===== config.mk =====
export PLATFORM = sky130hd
export DESIGN_NAME = bus_term_ctrl
export DESIGN_NICKNAME = d
export VERILOG_FILES = /design/src/rtl/btc_pkg.sv /design/src/rtl/btc_sampler.sv /design/src/rtl/btc_monitor.sv /design/src/rtl/btc_fsm.sv /design/src/rtl/bus_term_ctrl.sv
export SDC_FILE = /design/constraint.sdc
export NUM_CORES = 1
export LEC_CHECK = 0
export ABC_AREA = 1
export CAP_MARGIN = 20
export CORE_ASPECT_RATIO = 1.1
export CORE_MARGIN = 8
export CORE_UTILIZATION = 31
export DETAILED_ROUTE_END_ITERATION = 10
export MAX_ROUTING_LAYER = met4
export PLACE_DENSITY_LB_ADDON = 0.08
export SLEW_MARGIN = 10
export SYNTH_ARGS = -nofsm -noshare
export SYNTH_HDL_FRONTEND = slang
export SYNTH_SLANG_ARGS = --single-unit

===== constraint.sdc =====
create_clock -name clk -period 1.8 [get_ports clk]
set_clock_uncertainty 0.05 [all_clocks]
set_input_delay 0.45 -clock clk [delete_from_list [all_inputs] [get_ports clk]]
set_output_delay 0.45 -clock clk [all_outputs]
set_load 0.05 [all_outputs]

===== src/rtl/btc_pkg.sv =====
package btc_pkg;

  typedef enum logic [1:0] {
    TERM_NORMAL = 2'b00,
    TERM_HALT   = 2'b01,
    TERM_BERR   = 2'b10,
    TERM_RETRY  = 2'b11
  } term_code_t;

  typedef enum logic [2:0] {
    ST_IDLE,
    ST_ACTIVE,
    ST_LATE,
    ST_HOLD,
    ST_RWAIT
  } ctl_state_t;

endpackage


===== src/rtl/btc_sampler.sv =====
module btc_sampler #(
  parameter int ACK_W = 2
) (
  input  logic             clk,
  input  logic             rst,
  input  logic [ACK_W-1:0] dsz_ack_n,
  input  logic             avec_ack_n,
  input  logic             berr_in_n,
  input  logic             halt_in_n,
  output logic             s_ack,
  output logic             s_avec,
  output logic             s_berr,
  output logic             s_halt
);

  logic [ACK_W-1:0] ack_hit;

  // one decode per acknowledge lane
  for (genvar i = 0; i < ACK_W; i++) begin : g_lane
    assign ack_hit[i] = ~dsz_ack_n[i];
  end

  // falling-edge capture so simultaneous changes share one sample
  always_ff @(negedge clk) begin
    if (rst) begin
      s_ack  <= 1'b0;
      s_avec <= 1'b0;
      s_berr <= 1'b0;
      s_halt <= 1'b0;
    end else begin
      s_ack  <= |ack_hit;
      s_avec <= ~avec_ack_n;
      s_berr <= ~berr_in_n;
      s_halt <= ~halt_in_n;
    end
  end

endmodule


===== src/rtl/btc_monitor.sv =====
module btc_monitor #(
  parameter int CNT_W = 8
) (
  input  logic             clk,
  input  logic             rst,
  input  logic             start,
  input  logic             active,
  input  logic [CNT_W-1:0] limit,
  input  logic             s_ack,
  input  logic             s_avec,
  input  logic             s_berr,
  output logic             fire
);

  localparam logic [CNT_W-1:0] ONE = CNT_W'(1);

  logic [CNT_W-1:0] cnt;
  logic             armed;
  logic             answered;

  assign answered = s_ack | s_avec | s_berr;

  always_ff @(posedge clk) begin
    if (rst) begin
      cnt   <= '0;
      armed <= 1'b0;
      fire  <= 1'b0;
    end else begin
      fire <= 1'b0;
      if (start) begin
        cnt   <= limit;
        armed <= (limit != '0);
      end else if (armed) begin
        if (!active || answered) begin
          armed <= 1'b0;
        end else if (cnt == ONE) begin
          armed <= 1'b0;
          fire  <= 1'b1;
        end else begin
          cnt <= cnt - ONE;
        end
      end
    end
  end


  fire_quiet_chk: assert property (@(posedge clk) disable iff (rst)
    fire |-> $past(active && !s_ack && !s_avec && !s_berr));

endmodule


===== src/rtl/btc_fsm.sv =====
module btc_fsm
  import btc_pkg::*;
(
  input  logic       clk,
  input  logic       rst,
  input  logic       cyc_req,
  input  logic       s_ack,
  input  logic       s_avec,
  input  logic       s_berr,
  input  logic       s_halt,
  input  logic       tmo,
  output logic       start,
  output logic       active,
  output logic       as_n,
  output logic       term_stb,
  output logic [1:0] term_code,
  output logic       step_hold
);

  ctl_state_t state, nxt;
  term_code_t code;
  logic       fin;
  logic       pend;
  logic       resp;
  logic       err_eff;
  logic       quiet;

  assign resp    = s_ack | s_avec;
  assign err_eff = s_berr | tmo;
  assign quiet   = !s_ack && !s_avec && !s_berr;
  assign active  = (state == ST_ACTIVE);

  always_comb begin
    nxt   = state;
    fin   = 1'b0;
    start = 1'b0;
    code  = TERM_NORMAL;
    unique case (state)
      ST_IDLE: begin
        if ((pend || cyc_req) && quiet) begin
          start = 1'b1;
          nxt   = ST_ACTIVE;
        end
      end
      ST_ACTIVE: begin
        if (err_eff) begin
          fin  = 1'b1;
          code = s_halt ? TERM_RETRY : TERM_BERR;
        end else if (resp) begin
          if (s_halt) begin
            fin  = 1'b1;
            code = TERM_HALT;
          end else begin
            nxt = ST_LATE;
          end
        end
      end
      ST_LATE: begin
        fin = 1'b1;
        if (err_eff) code = s_halt ? TERM_RETRY : TERM_BERR;
        else         code = TERM_NORMAL;
      end
      ST_HOLD: begin
        if (!s_halt) nxt = ST_IDLE;
      end
      ST_RWAIT: begin
        if (quiet && !s_halt) begin
          start = 1'b1;
          nxt   = ST_ACTIVE;
        end
      end
      default: nxt = ST_IDLE;
    endcase
    if (fin) begin
      unique case (code)
        TERM_HALT:  nxt = ST_HOLD;
        TERM_RETRY: nxt = ST_RWAIT;
        default:    nxt = ST_IDLE;
      endcase
    end
  end

  always_ff @(posedge clk) begin
    if (rst) begin
      state     <= ST_IDLE;
      as_n      <= 1'b1;
      term_stb  <= 1'b0;
      term_code <= TERM_NORMAL;
      step_hold <= 1'b0;
      pend      <= 1'b0;
    end else begin
      state     <= nxt;
      term_stb  <= fin;
      step_hold <= (nxt == ST_HOLD);
      if (fin) term_code <= code;
      if (start)    as_n <= 1'b0;
      else if (fin) as_n <= 1'b1;
      if (start && state == ST_IDLE) pend <= 1'b0;
      else if (cyc_req)              pend <= 1'b1;
    end
  end


  term_pulse_chk: assert property (@(posedge clk) disable iff (rst)
    term_stb |=> !term_stb);


  strobe_release_chk: assert property (@(posedge clk) disable iff (rst)
    term_stb |-> as_n);


  clean_start_chk: assert property (@(posedge clk) disable iff (rst)
    $fell(as_n) |-> $past(!s_ack && !s_berr));


  hold_quiet_chk: assert property (@(posedge clk) disable iff (rst)
    step_hold |-> as_n);


  halt_code_chk: assert property (@(posedge clk) disable iff (rst)
    (term_stb && term_code == TERM_HALT) |-> $past(s_halt && !s_berr));

endmodule


===== src/rtl/bus_term_ctrl.sv =====
module bus_term_ctrl #(
  parameter int ACK_W = 2,
  parameter int CNT_W = 8
) (
  input  logic             clk,
  input  logic             rst,
  input  logic             cyc_req,
  input  logic [CNT_W-1:0] tmo_limit,
  input  logic [ACK_W-1:0] dsz_ack_n,
  input  logic             avec_ack_n,
  input  logic             berr_in_n,
  input  logic             halt_in_n,
  output logic             as_n,
  output logic             term_stb,
  output logic [1:0]       term_code,
  output logic             step_hold
);

  logic s_ack, s_avec, s_berr, s_halt;
  logic tmo, start, active;

  btc_sampler #(.ACK_W(ACK_W)) u_smp (
    .clk        (clk),
    .rst        (rst),
    .dsz_ack_n  (dsz_ack_n),
    .avec_ack_n (avec_ack_n),
    .berr_in_n  (berr_in_n),
    .halt_in_n  (halt_in_n),
    .s_ack      (s_ack),
    .s_avec     (s_avec),
    .s_berr     (s_berr),
    .s_halt     (s_halt)
  );

  btc_monitor #(.CNT_W(CNT_W)) u_mon (
    .clk    (clk),
    .rst    (rst),
    .start  (start),
    .active (active),
    .limit  (tmo_limit),
    .s_ack  (s_ack),
    .s_avec (s_avec),
    .s_berr (s_berr),
    .fire   (tmo)
  );

  btc_fsm u_fsm (
    .clk       (clk),
    .rst       (rst),
    .cyc_req   (cyc_req),
    .s_ack     (s_ack),
    .s_avec    (s_avec),
    .s_berr    (s_berr),
    .s_halt    (s_halt),
    .tmo       (tmo),
    .start     (start),
    .active    (active),
    .as_n      (as_n),
    .term_stb  (term_stb),
    .term_code (term_code),
    .step_hold (step_hold)
  );

endmodule


Yosys cells after proc, flatten, opt, wreduce, memory -nomap -nowiden --
Cells that the tools add are included.
Word-level totals: flip-flop bits (word level) 23, bits of input ports 16, output and inout bits 5, word-level logic and storage cells 86
Operators by class: $add $sub $neg 1, equal/unequal tests 10, multiplexer cells 33, bitwise operators 9, reductions and logical operators 20
Operators with widths (number):
- 8-bit two-way mux | 4
- 3-bit two-way mux | 7
- 3-bit one-hot mux with 5 select lines | 1
- 1-bit two-way mux | 14
- 3-bit by 2-bit == test with 1-bit output, second input constant | 3
- 8-bit by 1-bit == test with 1-bit output, second input constant | 1
- 8-bit nonzero test | 1
- 8-bit by 1-bit subtractor with 8-bit output, second input constant | 1
- 2-bit two-way mux | 3
- 1-bit NOT | 6
- 3-bit one-hot mux with 2 select lines | 1
- 1-bit logical AND | 5
- 1-bit logical NOT | 5
- 2-bit by 1-bit inequality test with 1-bit output, second input constant | 2
- 1-bit one-hot mux with 2 select lines | 2
- 2-bit one-hot mux with 2 select lines | 1
- 2-bit nonzero test | 2
- 2-bit OR reduction | 2
- 4-bit OR reduction | 1
- 3-bit by 1-bit == test with 1-bit output, second input constant | 1
- 3-bit == test, second input constant | 1
- 3-bit logical NOT | 1
- 1-bit OR | 3
- 3-bit AND reduction | 1
- other kinds (3) | 4

Logic depth before layout (Yosys ltp) --
depth in word-level cells 8, gate-level depth with buffers 11, mapped depth without buffers 11

By module --
A second synthesis with hierarchy kept.
Second synthesis, totals: cell total of the unflattened synthesis 193, area total of the unflattened synthesis 1265.0 um^2
By module, submodules not included:
- btc_monitor | times used 1, cells each 114, area an instance 706.9 um^2, seq. area each 200.2 um^2
- btc_fsm | times used 1, cells each 70, area an instance 454.2 um^2, seq. area each 180.2 um^2
- btc_sampler | times used 1, cells each 9, area an instance 103.8 um^2, seq. area each 80.1 um^2

==> impl_metrics.tcl <==
set metrics [dict create \
    die_area_um2 6380 \
    h-tree-depth 1 \
    postSynthCellCount 200 \
    synthesis.area_um2 1260 \
    viasPerCell 4.43 \
    drt_iter0_drc 63 \
    setup_slack_ns -0.417 \
    wl_met2_mm 1.55 \
    root_buffer "clkbuf_8" \
    slowest_stage "dfxtp_2" \
    cts_tree "built" \
    avgSynthCellArea_um2 6.32 \
    worstReg2RegEnd "u_mon.cnt[1]$_SDFFE_PP0P_" \
    multi_input_area_um2 790 \
    drcViolationCount 0 \
    insertion_delay_ns 0.33 \
    ir_drop_v 0.000382 \
    clkTransAtPathRegs_ns 0.08 \
    holdPathStages 2 \
    drive_above_1_share 0.264 \
    clock-sinks 23 \
    wl_per_cell_um 11.5 \
    cp-start-kind "flip-flop" \
    hold_violations 0 \
    ys_seq_area_frac 0.364 \
    synth_common_cells "61 x nand2_1, 30 x inv_1, 27 x nor2_1" \
    synth_edf_count 0 \
    violations "setup timing" \
    routed_wl_mm 3.34 \
    worstRegToRegCells 8 \
    portBuffers 20 \
    hpwl_mm 2.63 \
    grt_overflow 0 \
    grt_pass1_wl_mm 5.64 \
    dr_wl_met3_um 62 \
    cp_cell_sequence "nor2_4 -> nand3_2 -> nor2_4 -> nor2_4 -> nand2_4 -> nor2_1 -> nor2_1 -> nor2_1" \
    syn_to_final_growth_pct 41.8 \
    clk_path_buf_depth 2 \
    synth_top_area_frac 0.364 \
    end_kind "flip-flop" \
    postRouteAntennaNets 0 \
    yosys_warnings 0 \
    utilization 0.456 \
    place.gp.congestion 0.811 \
    register_area_um2 465 \
    synth_cell_types 21 \
    ios 21 \
    max_slew_margin 0.820 \
    status "finished, violations left" \
    tightestPinTransition_ns 0.268 \
    top_layer "met4" \
    fp-row-count 24 \
    grt_max_degree 14 \
    synth.largest_area_cell "dfxtp_1" \
    crit_buf_inv 0 \
    worstHoldEndpoint "u_fsm.term_code[0]$_SDFFE_PP0P_" \
    antenna_found_initial 0 \
    critPathKind "flip-flop to flip-flop" \
    num-fill-cells 415 \
    setup_viol 19 \
    rsz0062_at_grt "true" \
    fp.coreArea_um2 3930 \
    drv_cap 0 \
    cts_buffers 3 \
    firstDrtPassIters 4 \
    ys.flop_type "dfxtp_1" \
    synth_seq_cells 23 \
    initial_core_util 0.322 \
    drv_slew 0 \
    hp-start "u_fsm.term_code[0]$_SDFFE_PP0P_" \
    yosys-top-cells-area "dfxtp_1 36%, nand2_1 18%, nand3_1 9.9%" \
    cp_max_fo 8 \
    postSynth.asyncResetShare 0 \
    power.density_nw_per_um2 711 \
    synth_most_common_cell "nand2_1" \
    grt_pass1_vias 1262 \
    p_leak_uw 0.000903 \
    track_usage 0.108 \
    place_ws_ns -0.399 \
    critical-path-max-stage-delay_ns 0.32 \
    critPathRequiredTime_ns 1.92 \
    r2r_start "u_smp.s_avec$_SDFF_NP0_" \
    die_w_um 76.9 \
    fp.dieH_um 83.0 \
    n_antenna_cell 0 \
    r2r_setup_slack_ns -0.42 \
    nets 258 \
    wl_met1_mm 1.69 \
    critical-path-top-delay-family "simple AND/OR/NAND/NOR gates" \
    crit_arrival_ns 2.34 \
    syn_nets 218 \
    holdCritPathClass "flip-flop to flip-flop" \
    via_count 1290 \
]
## registers in the layout, summed over array words and instances, names as in the netlist
signal / count
u_fsm.as_n: 1
u_fsm.pend: 1
u_fsm.state: 3
u_fsm.step_hold: 1
u_fsm.term_code: 2
u_fsm.term_stb: 1
u_mon.armed: 1
u_mon.cnt: 8
u_mon.fire: 1
u_smp.s_ack: 1
u_smp.s_avec: 1
u_smp.s_berr: 1
u_smp.s_halt: 1
## routing by layer
metal,up-vias,GRT usage
li1,697,-
met1,576,0.136
met2,13,0.173
met3,4,0.0183
met4,0,0.0315
met5,-,-
## worst min-delay path: stages (launching register included)
cell,delay (ns)
dfxtp_1,0.32
nand2_2,0.06
a21oi_2,0.04
## report_power, final
group | leakage, uW | switching, uW | internal (uW)
clock | 0.0000441 | 184 | 170
combinational | 0.000669 | 213 | 142
sequential | 0.000189 | 24.7 | 541
## cell families after synthesis
logic type                 after synthesis  synth area share
AOI/OAI and AO/OA                        9            0.0366
and+or+nand+nor                        131             0.466
xor gates and xnor gates                 2            0.0139
DFF                                     23             0.364
buffers and inverters                   33            0.0999
adders and majority gates                2            0.0198
## worst max-delay path by stage
stage	startpoint	end	slack, ns	depth (start not counted)
detailed placement	rst	u_smp.s_avec$_SDFF_NP0_	-0.40	2
global placement	u_smp.s_berr$_SDFF_NP0_	u_mon.armed$_SDFF_PP0_	-0.38	6
floorplan	u_smp.s_avec$_SDFF_NP0_	u_mon.cnt[1]$_SDFFE_PP0P_	-0.27	8
finish	u_smp.s_avec$_SDFF_NP0_	u_mon.cnt[1]$_SDFFE_PP0P_	-0.42	8
CTS	u_smp.s_avec$_SDFF_NP0_	u_mon.cnt[1]$_SDFFE_PP0P_	-0.42	8
global route	u_smp.s_avec$_SDFF_NP0_	u_mon.armed$_SDFF_PP0_	-0.55	7
## cell type report
cell class | instances | share of cell area
inverter | 31 | 0.0662
clock buffer | 4 | 0.0251
clock inverter | 4 | 0.00837
sequential | 23 | 0.259
timing repair buffer | 33 | 0.165
multi-input combinational | 144 | 0.440
tap | 52 | 0.0363
## layout by cell type (no fill, tap or decap)
cell,n
nand2_1,52
inv_1,30
nor2_1,24
nand3_1,20
dfxtp_1,19
buf_4,15
clkdlybuf4s50_1,14
nand2_2,10
nor2_4,5
nand3_2,5
a21oi_1,4
nor2_2,4
inv_2,4
nand2_4,4
dfxtp_2,4
a21oi_2,3
clkbuf_8,3
buf_6,3
nand4_1,2
xor2_1,2
nor4_1,2
ha_1,2
nor4_2,1
o22ai_4,1
inv_4,1
nand3b_1,1
and3_1,1
o21ai_0,1
clkbuf_1,1
dlygate4sd2_1,1
## repair_timing
action / 4_1_cts / 5_1_grt
pin swaps: 12 / 9
setup buffers: 1 / 2
endpoints found under the setup margin: 23 / 19
hold buffers: 0 / 0
gates resized for setup: 14 / 14
## through the flow
stage                     setup TNS (ns)  total power (uW)  hold WS, ns  cell area, um^2  cells
after floorplan                    -3.00               811        0.409             1300    200
after global placement             -6.92               919        0.402             1630    281
after detailed placement           -7.15               923        0.405             1630    281
after CTS                          -6.34              1280        0.418             1740    289
after global routing               -8.39              1370        0.443             1790    291
final                              -6.41              1270        0.417             1790    291
(Power assumes the default switching activity.)
